$ cat config.mk
export PLATFORM = sky130hd
export DESIGN_NAME = cs_wait_ctrl
export DESIGN_NICKNAME = d
export VERILOG_FILES = /design/src/rtl/cs_wait_pkg.sv /design/src/rtl/cs_area_match.sv /design/src/rtl/cs_regs.sv /design/src/rtl/cs_wait_seq.sv /design/src/rtl/cs_wait_ctrl.sv
export SDC_FILE = /design/constraint.sdc
export NUM_CORES = 1
export LEC_CHECK = 0
export ABC_AREA = 0
export BUFFER_PORTS_ARGS = -buffer_cell sky130_fd_sc_hd__buf_2
export CAP_MARGIN = 20
export CORE_UTILIZATION = 31
export DETAILED_ROUTE_END_ITERATION = 12
export SLEW_MARGIN = 20
export SYNTH_ARGS = -nofsm -noshare
export SYNTH_HDL_FRONTEND = slang
export SYNTH_SLANG_ARGS = --single-unit
$ cat constraint.sdc
create_clock -name clk -period 4.7 [get_ports clk]
set_input_delay 0.235 -clock clk [delete_from_list [all_inputs] [get_ports clk]]
set_output_delay 0.235 -clock clk [all_outputs]
set_load 0.005 [all_outputs]
$ cat src/rtl/cs_wait_pkg.sv
package cs_wait_pkg;

  localparam int CNT_W = 4;

  // area control word fields as stored
  typedef struct packed {
    logic       mode;   // area with fixed region: 1 = programmable
    logic       en;
    logic       wide;
    logic [2:0] code;
  } ctl_t;

  typedef struct packed {
    logic       wide;
    logic [2:0] code;
  } dflt_t;

  typedef struct packed {
    logic [CNT_W-1:0] waits;
    logic             pin_ext;
    logic             bad;
  } wait_plan_t;

  function automatic wait_plan_t decode_wait(input logic [2:0] code);
    wait_plan_t p;
    p = '{waits: '0, pin_ext: 1'b0, bad: 1'b0};
    case (code)
      3'b000: p.waits = CNT_W'(2);
      3'b001: p.waits = CNT_W'(1);
      3'b010: begin p.waits = CNT_W'(1); p.pin_ext = 1'b1; end
      3'b011: p.waits = '0;
      3'b100: p.waits = CNT_W'(3);
      3'b101: p.waits = CNT_W'(4);
      3'b110: p.waits = CNT_W'(8);
      default: p.bad = 1'b1;
    endcase
    return p;
  endfunction

endpackage

$ cat src/rtl/cs_area_match.sv
module cs_area_match #(
  parameter int ADDR_W = 24,
  parameter logic [ADDR_W-1:0] FIXA_LO = ADDR_W'('h000FE0),
  parameter logic [ADDR_W-1:0] FIXA_HI = ADDR_W'('h000FFF),
  parameter logic [ADDR_W-1:0] FIXB_LO = ADDR_W'('h003000),
  parameter logic [ADDR_W-1:0] FIXB_HI = ADDR_W'('hFF7FFF)
) (
  input  logic [ADDR_W-1:0] addr,
  input  logic [ADDR_W-1:0] start,
  input  logic [ADDR_W-1:0] mask,
  input  logic              enable,
  input  logic              use_fixed,
  output logic              hit
);
  logic prog_hit, fixed_hit;

  assign prog_hit  = ((addr ^ start) & ~mask) == '0;
  assign fixed_hit = ((addr >= FIXA_LO) && (addr <= FIXA_HI)) ||
                     ((addr >= FIXB_LO) && (addr <= FIXB_HI));
  assign hit = enable && (use_fixed ? fixed_hit : prog_hit);
endmodule

$ cat src/rtl/cs_regs.sv
module cs_regs
  import cs_wait_pkg::*;
#(
  parameter int N_AREA = 4,
  parameter int ADDR_W = 24,
  parameter int IDX_W  = 4
) (
  input  logic              clk,
  input  logic              rst,
  input  logic              we,
  input  logic [IDX_W-1:0]  idx,
  input  logic [ADDR_W-1:0] wdata,
  input  logic              err_set,
  output logic [ADDR_W-1:0] rdata,
  output logic [ADDR_W-1:0] start_q [N_AREA],
  output logic [ADDR_W-1:0] mask_q  [N_AREA],
  output ctl_t              ctl_q   [N_AREA],
  output dflt_t             dflt_q
);
  localparam int MASK_BASE = N_AREA;
  localparam int CTL_BASE  = 2 * N_AREA;
  localparam int DFLT_IDX  = 3 * N_AREA;
  localparam int ERR_IDX   = 3 * N_AREA + 1;

  logic              err_q;
  logic [ADDR_W-1:0] rd_mux;

  always_comb begin
    rd_mux = '0;
    for (int k = 0; k < N_AREA; k++) begin
      if (idx == IDX_W'(k))             rd_mux = start_q[k];
      if (idx == IDX_W'(MASK_BASE + k)) rd_mux = mask_q[k];
      if (idx == IDX_W'(CTL_BASE + k))
        rd_mux = ADDR_W'({ctl_q[k].mode, 1'b0, ctl_q[k].en, ctl_q[k].wide, ctl_q[k].code});
    end
    if (idx == IDX_W'(DFLT_IDX)) rd_mux = ADDR_W'({dflt_q.wide, dflt_q.code});
    if (idx == IDX_W'(ERR_IDX))  rd_mux = ADDR_W'(err_q);
  end

  always_ff @(posedge clk) begin
    if (rst) begin
      for (int k = 0; k < N_AREA; k++) begin
        start_q[k] <= '0;
        mask_q[k]  <= '0;
        ctl_q[k]   <= '0;
      end
      dflt_q <= '0;
      err_q  <= 1'b0;
      rdata  <= '0;
    end else begin
      if (we) begin
        for (int k = 0; k < N_AREA; k++) begin
          if (idx == IDX_W'(k))             start_q[k] <= wdata;
          if (idx == IDX_W'(MASK_BASE + k)) mask_q[k]  <= wdata;
          if (idx == IDX_W'(CTL_BASE + k))
            ctl_q[k] <= '{mode: wdata[6], en: wdata[4], wide: wdata[3], code: wdata[2:0]};
        end
        if (idx == IDX_W'(DFLT_IDX)) dflt_q <= '{wide: wdata[3], code: wdata[2:0]};
      end
      if (err_set) err_q <= 1'b1;
      rdata <= rd_mux;
    end
  end

  // error flag never clears outside reset
  assert_err_sticky_R9: assert property (@(posedge clk) disable iff (rst) err_q |=> err_q);

endmodule

$ cat src/rtl/cs_wait_seq.sv
module cs_wait_seq
  import cs_wait_pkg::*;
#(
  parameter int N_AREA = 4
) (
  input  logic              clk,
  input  logic              rst,
  input  logic              req,
  input  logic [N_AREA-1:0] sel,
  input  wait_plan_t        plan,
  input  logic              wide,
  input  logic              wait_n,
  output logic              busy,
  output logic [N_AREA-1:0] cs_n,
  output logic              wide_q,
  output logic              done
);
  logic [CNT_W-1:0] cnt;
  logic             ext_q;

  always_ff @(posedge clk) begin
    if (rst) begin
      busy   <= 1'b0;
      done   <= 1'b0;
      cs_n   <= '1;
      wide_q <= 1'b0;
      cnt    <= '0;
      ext_q  <= 1'b0;
    end else if (!busy) begin
      if (req) begin
        busy   <= 1'b1;
        cs_n   <= ~sel;
        wide_q <= wide;
        cnt    <= plan.waits;
        ext_q  <= plan.pin_ext;
      end
    end else if (done) begin
      busy <= 1'b0;
      done <= 1'b0;
      cs_n <= '1;
    end else if (cnt != '0) begin
      cnt <= cnt - 1'b1;
    end else if (!(ext_q && !wait_n)) begin
      done <= 1'b1;
    end
  end

  assert_cs_onehot_R12: assert property (@(posedge clk) disable iff (rst) $onehot0(~cs_n));
  assert_cs_hold_R12: assert property (@(posedge clk) disable iff (rst)
    (busy && !done) |=> $stable(cs_n));
  assert_done_pulse_R2: assert property (@(posedge clk) disable iff (rst)
    done |=> (!done && (&cs_n) && !busy));
  assert_pin_extends_R3: assert property (@(posedge clk) disable iff (rst)
    (busy && !done && ext_q && cnt == '0 && !wait_n) |=> !done);
  assert_no_restart_R11: assert property (@(posedge clk) disable iff (rst)
    (busy && !done) |=> busy);

endmodule

$ cat src/rtl/cs_wait_ctrl.sv
module cs_wait_ctrl
  import cs_wait_pkg::*;
#(
  parameter int N_AREA     = 4,
  parameter int ADDR_W     = 24,
  parameter int FIXED_AREA = 2,
  localparam int IDX_W     = $clog2(3 * N_AREA + 2),
  localparam int PICK_W    = (N_AREA > 1) ? $clog2(N_AREA) : 1
) (
  input  logic              clk,
  input  logic              rst,
  input  logic              reg_we,
  input  logic [IDX_W-1:0]  reg_addr,
  input  logic [ADDR_W-1:0] reg_wdata,
  output logic [ADDR_W-1:0] reg_rdata,
  input  logic              bus_req,
  input  logic [ADDR_W-1:0] bus_addr,
  input  logic              wait_n,
  output logic [N_AREA-1:0] cs_n,
  output logic              bus_wide,
  output logic              bus_done
);
  logic [ADDR_W-1:0] start_q [N_AREA];
  logic [ADDR_W-1:0] mask_q  [N_AREA];
  ctl_t              ctl_q   [N_AREA];
  dflt_t             dflt_q;

  logic [N_AREA-1:0] hit, sel;
  logic [PICK_W-1:0] pick;
  logic              any_hit, sel_wide, busy, err_set;
  wait_plan_t        plan;

  cs_regs #(.N_AREA(N_AREA), .ADDR_W(ADDR_W), .IDX_W(IDX_W)) u_regs (
    .clk(clk), .rst(rst), .we(reg_we), .idx(reg_addr), .wdata(reg_wdata),
    .err_set(err_set), .rdata(reg_rdata),
    .start_q(start_q), .mask_q(mask_q), .ctl_q(ctl_q), .dflt_q(dflt_q)
  );

  for (genvar g = 0; g < N_AREA; g++) begin : g_area
    cs_area_match #(.ADDR_W(ADDR_W)) u_match (
      .addr(bus_addr), .start(start_q[g]), .mask(mask_q[g]),
      .enable(ctl_q[g].en),
      .use_fixed((g == FIXED_AREA) && !ctl_q[g].mode),
      .hit(hit[g])
    );
  end

  // lowest index wins
  always_comb begin
    pick = '0;
    for (int i = N_AREA - 1; i >= 0; i--)
      if (hit[i]) pick = PICK_W'(i);
    any_hit = |hit;
    sel = '0;
    if (any_hit) sel[pick] = 1'b1;
    plan     = any_hit ? decode_wait(ctl_q[pick].code) : decode_wait(dflt_q.code);
    sel_wide = any_hit ? ctl_q[pick].wide : dflt_q.wide;
  end

  assign err_set = bus_req && !busy && plan.bad;

  cs_wait_seq #(.N_AREA(N_AREA)) u_seq (
    .clk(clk), .rst(rst), .req(bus_req), .sel(sel), .plan(plan),
    .wide(sel_wide), .wait_n(wait_n), .busy(busy),
    .cs_n(cs_n), .wide_q(bus_wide), .done(bus_done)
  );

  assert_default_no_cs_R7: assert property (@(posedge clk) disable iff (rst)
    (bus_req && !busy && !any_hit) |=> (&cs_n));
  assert_prio_low_R6: assert property (@(posedge clk) disable iff (rst)
    (bus_req && !busy && hit[0]) |=> !cs_n[0]);

endmodule

======== Word level (Yosys, flattened, before mapping) ========
Cells that the tools add are included.
word-level totals
  bits in registers ....................... 257
  output and inout port bits .............. 30
  logic and storage cells ................. 180
cells by class
  add/sub/neg operators ................... 1
  order comparisons ....................... 7
  eq/ne operators ......................... 28
  mux-type cells .......................... 46
  bitwise operators ....................... 15
  reductions and logical operators ........ 46
operator list
  operator              number
  $mux 24               11
  $and 24x24->24        4
  $logic_not 24->1      4
  $not 24->24           4
  $xor 24x24->24        4
  $mux 4                11
  $pmux 4 s5            2
  $reduce_and 2->1      15
  $eq 4x4->1 const B    6
  $ge 24x12->1 const B  1
  $ge 24x14->1 const B  1
  $le 24x12->1 const B  1
  $le 24x24->1 const B  1
  $eq 3x3->1 const B    6
  $eq 4x3->1 const B    4
  $mux 1                14
  $reduce_or 7->1       2
  $bmux 6 s2            1
  $eq 3x2->1 const B    4
  $logic_and 1x1->1     10
  $eq 4x2->1 const B    2
  $mux 2                4
  $reduce_or 4->1       2
  $mux 7                1
  other kinds (21)      28

======== Logic depth before layout (Yosys ltp) ========
  depth in word-level cells ............... 18
  depth in mapped cells ................... 11

======== Hierarchy ========
From an unflattened synthesis, not the netlist that was laid out.
second synthesis, totals
  cells, all modules ...................... 1737
  area, all modules ....................... 13193.9 sq um
by module, submodules not included
  module         instances  cells an instance  area each (sq um)  seq. area each (sq um)
  cs_regs        1          1376               10555.1            4904.7
  cs_area_match  4          58                 406.6              0.0
  cs_wait_seq    1          69                 613.1              240.2
  cs_wait_ctrl   1          60                 399.1              0.0

======== Worst setup path after synthesis ========
OpenSTA, ideal clock, no wires.
  path kind ............................... input to register
  start point ............................. input bus_addr[20]
  end point ............................... register u_seq.cnt[3]
  library setup time ...................... 74 ps
  arrival time ............................ 2237 ps
  path slack .............................. 2389 ps
  stages on the path ...................... 10
  path buffers ............................ 1
  cells stage by stage .................... buf_2 -> nor4_2 -> nand3_1 -> a41oi_1 -> or4b_4 -> nand3_1 -> or3_1 -> a31oi_1 -> or4b_1 -> a31oi_1
between the ends
  word-level cells in the longest chain between the ends .. 18
ends and longest elaborated chain
  what                                                         RTL line                                 source
  start, declared                                              cs_wait_ctrl.sv:17                       input logic [ADDR_W-1:0] bus_addr,
  $ge 24x12->1 (tied with other cells)                         -
  $logic_and 1x1->1 / $and 24x24->24 (equally long branches)   -
  $logic_or 1x1->1 / $logic_not 24->1 (equally long branches)  -
  $mux 1 / $logic_and 1x1->1 (equally long branches)           cs_area_match.sv:20                      assign hit = enable && (use_fixed ? fixed_hit : prog_hit);
  $logic_and 1x1->1 / $mux 2 (equally long branches)           cs_area_match.sv:20, cs_wait_ctrl.sv:52
  $mux 2 (3 in a row)                                          cs_wait_ctrl.sv:52                       if (hit[i]) pick = PICK_W'(i);
  $not 2->3 (not written as such)                              cs_wait_ctrl.sv:56                       plan = any_hit ? decode_wait(ctl_q[pick].code) : decode_wait(dflt_q.code);
  $bmux 6 s2                                                   cs_wait_ctrl.sv:56
  $mux 4 (2 in a row)                                          -
  $eq 3x2->1 / $eq 3x1->1 (equally long branches)              cs_wait_pkg.sv:27                        case (code)
  $reduce_or 2->1 (no source line)                             -
  $pmux 4 s5                                                   cs_wait_pkg.sv:27
  $mux 6 (*)                                                   cs_wait_ctrl.sv:56
  $mux 4 (*)                                                   cs_wait_seq.sv:30                        if (req) begin
  $mux 4 (*)                                                   cs_wait_seq.sv:29                        end else if (!busy) begin
  end signal, assigned                                         cs_wait_seq.sv:34                        cnt <= plan.waits;
  end signal, assigned                                         cs_wait_seq.sv:42                        cnt <= cnt - 1'b1;
  end, declared                                                cs_wait_seq.sv:18                        logic [CNT_W-1:0] cnt;
Every way passes the cells marked *; elsewhere a longest branch is shown, timed or not. The select of a mux whose other input is x is not followed.
A chain may end at the register's enable or synchronous reset.

======== Final worst setup path ========
  start point ............................. register u_regs.start_q[65] in the netlist's numbering
  end point ............................... register u_regs.err_q
between the ends
  word-level cells in the longest chain between the ends .. 15
ends and longest elaborated chain
  what                                RTL line             source
  start, declared                     cs_regs.sv:15        output logic [ADDR_W-1:0] start_q [N_AREA],
  start signal, assigned by index     cs_regs.sv:53        if (idx == IDX_W'(k)) start_q[k] <= wdata;
  $xor 24x24->24 (*)                  cs_area_match.sv:17  assign prog_hit = ((addr ^ start) & ~mask) == '0;
  $and 24x24->24 (*)                  cs_area_match.sv:17
  $logic_not 24->1 (*)                cs_area_match.sv:17
  $logic_and 1x1->1 (*)               cs_area_match.sv:20
  $mux 2 (2 in a row)                 cs_wait_ctrl.sv:52
  $not 2->3 (not written as such)     cs_wait_ctrl.sv:56
  $bmux 6 s2                          cs_wait_ctrl.sv:56
  $mux 4 (2 in a row)                 -
  $eq 3x3->1 (tied with other cells)  cs_wait_pkg.sv:27
  $reduce_or 7->1 (no source line)    -
  $mux 1                              cs_wait_pkg.sv:27
  $mux 6 (*)                          cs_wait_ctrl.sv:56
  $logic_and 1x1->1 (*)               cs_wait_ctrl.sv:60   assign err_set = bus_req && !busy && plan.bad;
  end signal, assigned                cs_regs.sv:48        err_q <= 1'b0;
  end signal, assigned                cs_regs.sv:60        if (err_set) err_q <= 1'b1;
  end, declared                       cs_regs.sv:25        logic err_q;
Marked as above.

==> impl_metrics.tcl <==
set metrics [dict create \
    outcome "completed" \
    async_flop_share_pct 0 \
    drt_iter0_drc 1314 \
    fin_nets 1652 \
    total_power_mw 4.91 \
    fillers 4106 \
    synth_edf_count 0 \
    fin_crit_ns 3.12 \
    max_freq_ghz 0.321 \
    ys_ff_latch 257 \
    area_growth_pct 12.5 \
    syn_area_um2 12400 \
    root_buffer "clkbuf_16" \
    cts_buffers 28 \
    syn_avg_cell_area_um2 7.72 \
    grt_start_max_net_pins 93 \
    post-cts-setup-buffer-count 0 \
    worst_pin_slew_ns 1.16 \
    start_util_pct 31.7 \
    synth_nets 1660 \
    end_kind "flop" \
    clockBufferDepth 3 \
    first_pass_iters 9 \
    cts_sinks 257 \
    rsz0062_at_grt "false" \
    coreArea_um2 39000 \
    place.port_buffers 86 \
    cts_tree "done" \
    fin_skew_ns 0.0201 \
    grtUsageTotal_pct 22.7 \
    grt_overflow 0 \
    multi_input_area_um2 6430 \
    dr_total_vias 12000 \
    final-hold-violation-count 0 \
    setup_viol 0 \
    wl_per_cell_um 22.3 \
    fp.dieW_um 202 \
    synthFlopType "dfxtp_1" \
    powerDensity_nw_per_um2 353 \
    setup_ws_ns 1.58 \
    netlist_instances 1601 \
    top_level_ports 87 \
    yosys_warnings 0 \
    fin_setup_tns_ns 0 \
    synthDistinctLibCells 68 \
    utilization_pct 35.6 \
    rows 72 \
    worstPathArrival_ns 3.60 \
    leakage_nw 4.48 \
    drv_slew 0 \
    ant_nets 0 \
    diodes 0 \
    grt_pass1_vias 11100 \
    clk_latency_ns 0.57 \
    regArea_um2 5140 \
    hpwl_mm 32.7 \
    hold_path.class "in2reg" \
    maxSlewHeadroom_pct 22.5 \
    antenna_found_initial 0 \
    maxCapViolations 0 \
    place.gp.congestion 1.00 \
    yosysSeqAreaShare_pct 41.6 \
    fin_crit_sh_pct 66.3 \
    avgViaCountPerCell 5.62 \
    cp_max_fo 7 \
    place_ws_ns 1.67 \
    die_area_um2 40700 \
    drc 0 \
    peakVddDrop_v 0.000260 \
    wl_mm 47.4 \
    stdcell_area_um2 13900 \
    required_ns 5.19 \
    place_area_um2 12900 \
    start_kind "flop" \
    drive_gt1_share_pct 11.3 \
    clkSlewWorstSetupHoldPaths_ns 0.07 \
    fp.dieH_um 202 \
    critPathKind "reg2reg" \
    grt_pass1_wl_mm 70.9 \
    h-tree-depth 1 \
]
metal layers:
| layer | global-route usage [%] | wire, um | vias up |
|---|---|---|---|
| met5 | 0 | 0 | - |
| met4 | 11.3 | 2480 | 0 |
| met3 | 3.53 | 4110 | 144 |
| met1 | 29.8 | 19500 | 5714 |
| met2 | 36.3 | 21300 | 643 |
| li1 | - | - | 5475 |
cell usage in the layout (no fill, tap or decap), drive strengths merged, types with 3 or more instances in the layout:
cell,Yosys,layout
and2,6,6
a22oi,45,45
nor2b,3,3
dlygate4sd3,0,7
a41oi,4,4
nor2,59,59
a222oi,3,3
clkinv,0,4
mux2,3,3
xnor2,97,97
o21ai,32,32
a31oi,25,25
nor4,12,12
nand2b,4,4
nor3,15,15
dfxtp,257,257
a21oi,229,229
and3,5,5
nand4,9,9
nand3,35,35
buf,33,110
a221oi,22,22
or3,5,5
a211oi,5,5
mux2i,35,35
clkbuf,121,42
nand2,444,444
o22ai,45,45
inv,13,13
where the power goes:
part	internal [mW]	switching (mW)	total, mW	leakage (nW)
sequential	2.21	0.0350	2.25	2.08
clock	1.31	0.925	2.24	0.451
combinational	0.130	0.295	0.426	1.95
per-stage QoR:
step,instances,hold slack [ns]
4_1_cts,2129,0.000394
2_1_floorplan,1601,0.382
3_5_place_dp,2073,0.459
5_1_grt,2130,0.0118
3_3_place_gp,2073,0.458
6_report,2130,0.00353
worst paths after layout:
kind / end / cells after the start / start / slack [ns]
min reg2reg: u_regs.mask_q[39] / 2 / u_regs.mask_q[39] / 0.47
max reg2reg: u_regs.err_q / 9 / u_regs.start_q[65] / 1.58
max: u_regs.err_q / 9 / u_regs.start_q[65] / 1.58
min: u_regs.mask_q[12] / 3 / reg_wdata[12] / 0.004
synthesized netlist by cell type (all sizes together), types with 2 or more instances:
cell / n / area share [%]
inv: 13 / 0.40
nand4b: 2 / 0.14
nor3: 15 / 0.65
mux2i: 35 / 2.8
a221oi: 22 / 1.6
or3: 5 / 0.25
nor2b: 3 / 0.15
o211ai: 2 / 0.12
or2: 2 / 0.12
or4b: 2 / 0.19
nor2: 59 / 1.8
nand4: 9 / 0.68
a211oi: 5 / 0.34
dfxtp: 257 / 42
o21ai: 32 / 1.3
a311oi: 2 / 0.14
clkbuf: 121 / 4.0
o221ai: 2 / 0.24
a22oi: 45 / 2.7
and2: 6 / 0.30
xnor2: 97 / 6.9
ha: 2 / 0.20
and3: 5 / 0.26
buf: 33 / 2.0
nand2: 444 / 13
a31oi: 25 / 1.3
nor4: 12 / 0.81
a222oi: 3 / 0.24
o31a: 2 / 0.14
a41oi: 4 / 0.28
mux2: 3 / 0.27
a21oi: 229 / 9.3
o22ai: 45 / 2.3
nand3b: 2 / 0.12
nand3: 35 / 1.4
nand2b: 4 / 0.20
kinds of logic after synthesis:
kind of cell	synth area share, %
buffers and inverters	6.49
adders and majority gates	0.203
DFF	41.6
AOI/OAI and AO/OA	20.5
and+or+nand+nor	21.1
muxes	3.11
xor gates and xnor gates	6.95
critical path, cell delays in order (launching register included):
cell      delay, ns
dfxtp_1        0.34
xnor2_1        0.31
o22ai_1        0.13
nor4_1         0.53
and4_1         0.48
a211oi_2       0.06
o22ai_1        0.31
nand3_1        0.23
or4_1          0.51
a21oi_1        0.13
cell type report:
type                       count  share of cell area (%)
clock inverter                 7                   0.711
multi-input combinational   1176                    46.3
clock buffer                  42                    5.93
timing repair buffer         117                    5.00
inverter                      13                   0.351
sequential                   257                    37.0
tap                          518                    4.66
repair_timing:
action / in CTS / in global routing
resized for setup: 0 / 0
endpoints found under the hold margin: 40 / 0
hold buffers: 7 / 0
flip-flops by register name, summed over array words and instances (netlist names):
name and cells:
u_regs.mask_q 96, u_regs.dflt_q 4, u_regs.err_q 1, u_regs.start_q 96, u_regs.rdata 24, u_seq.done 1, u_seq.cs_n 4, u_seq.cnt 4
u_seq.ext_q 1, u_seq.busy 1, u_regs.ctl_q 24, u_seq.wide_q 1
Power figures use the tool's default switching activity.
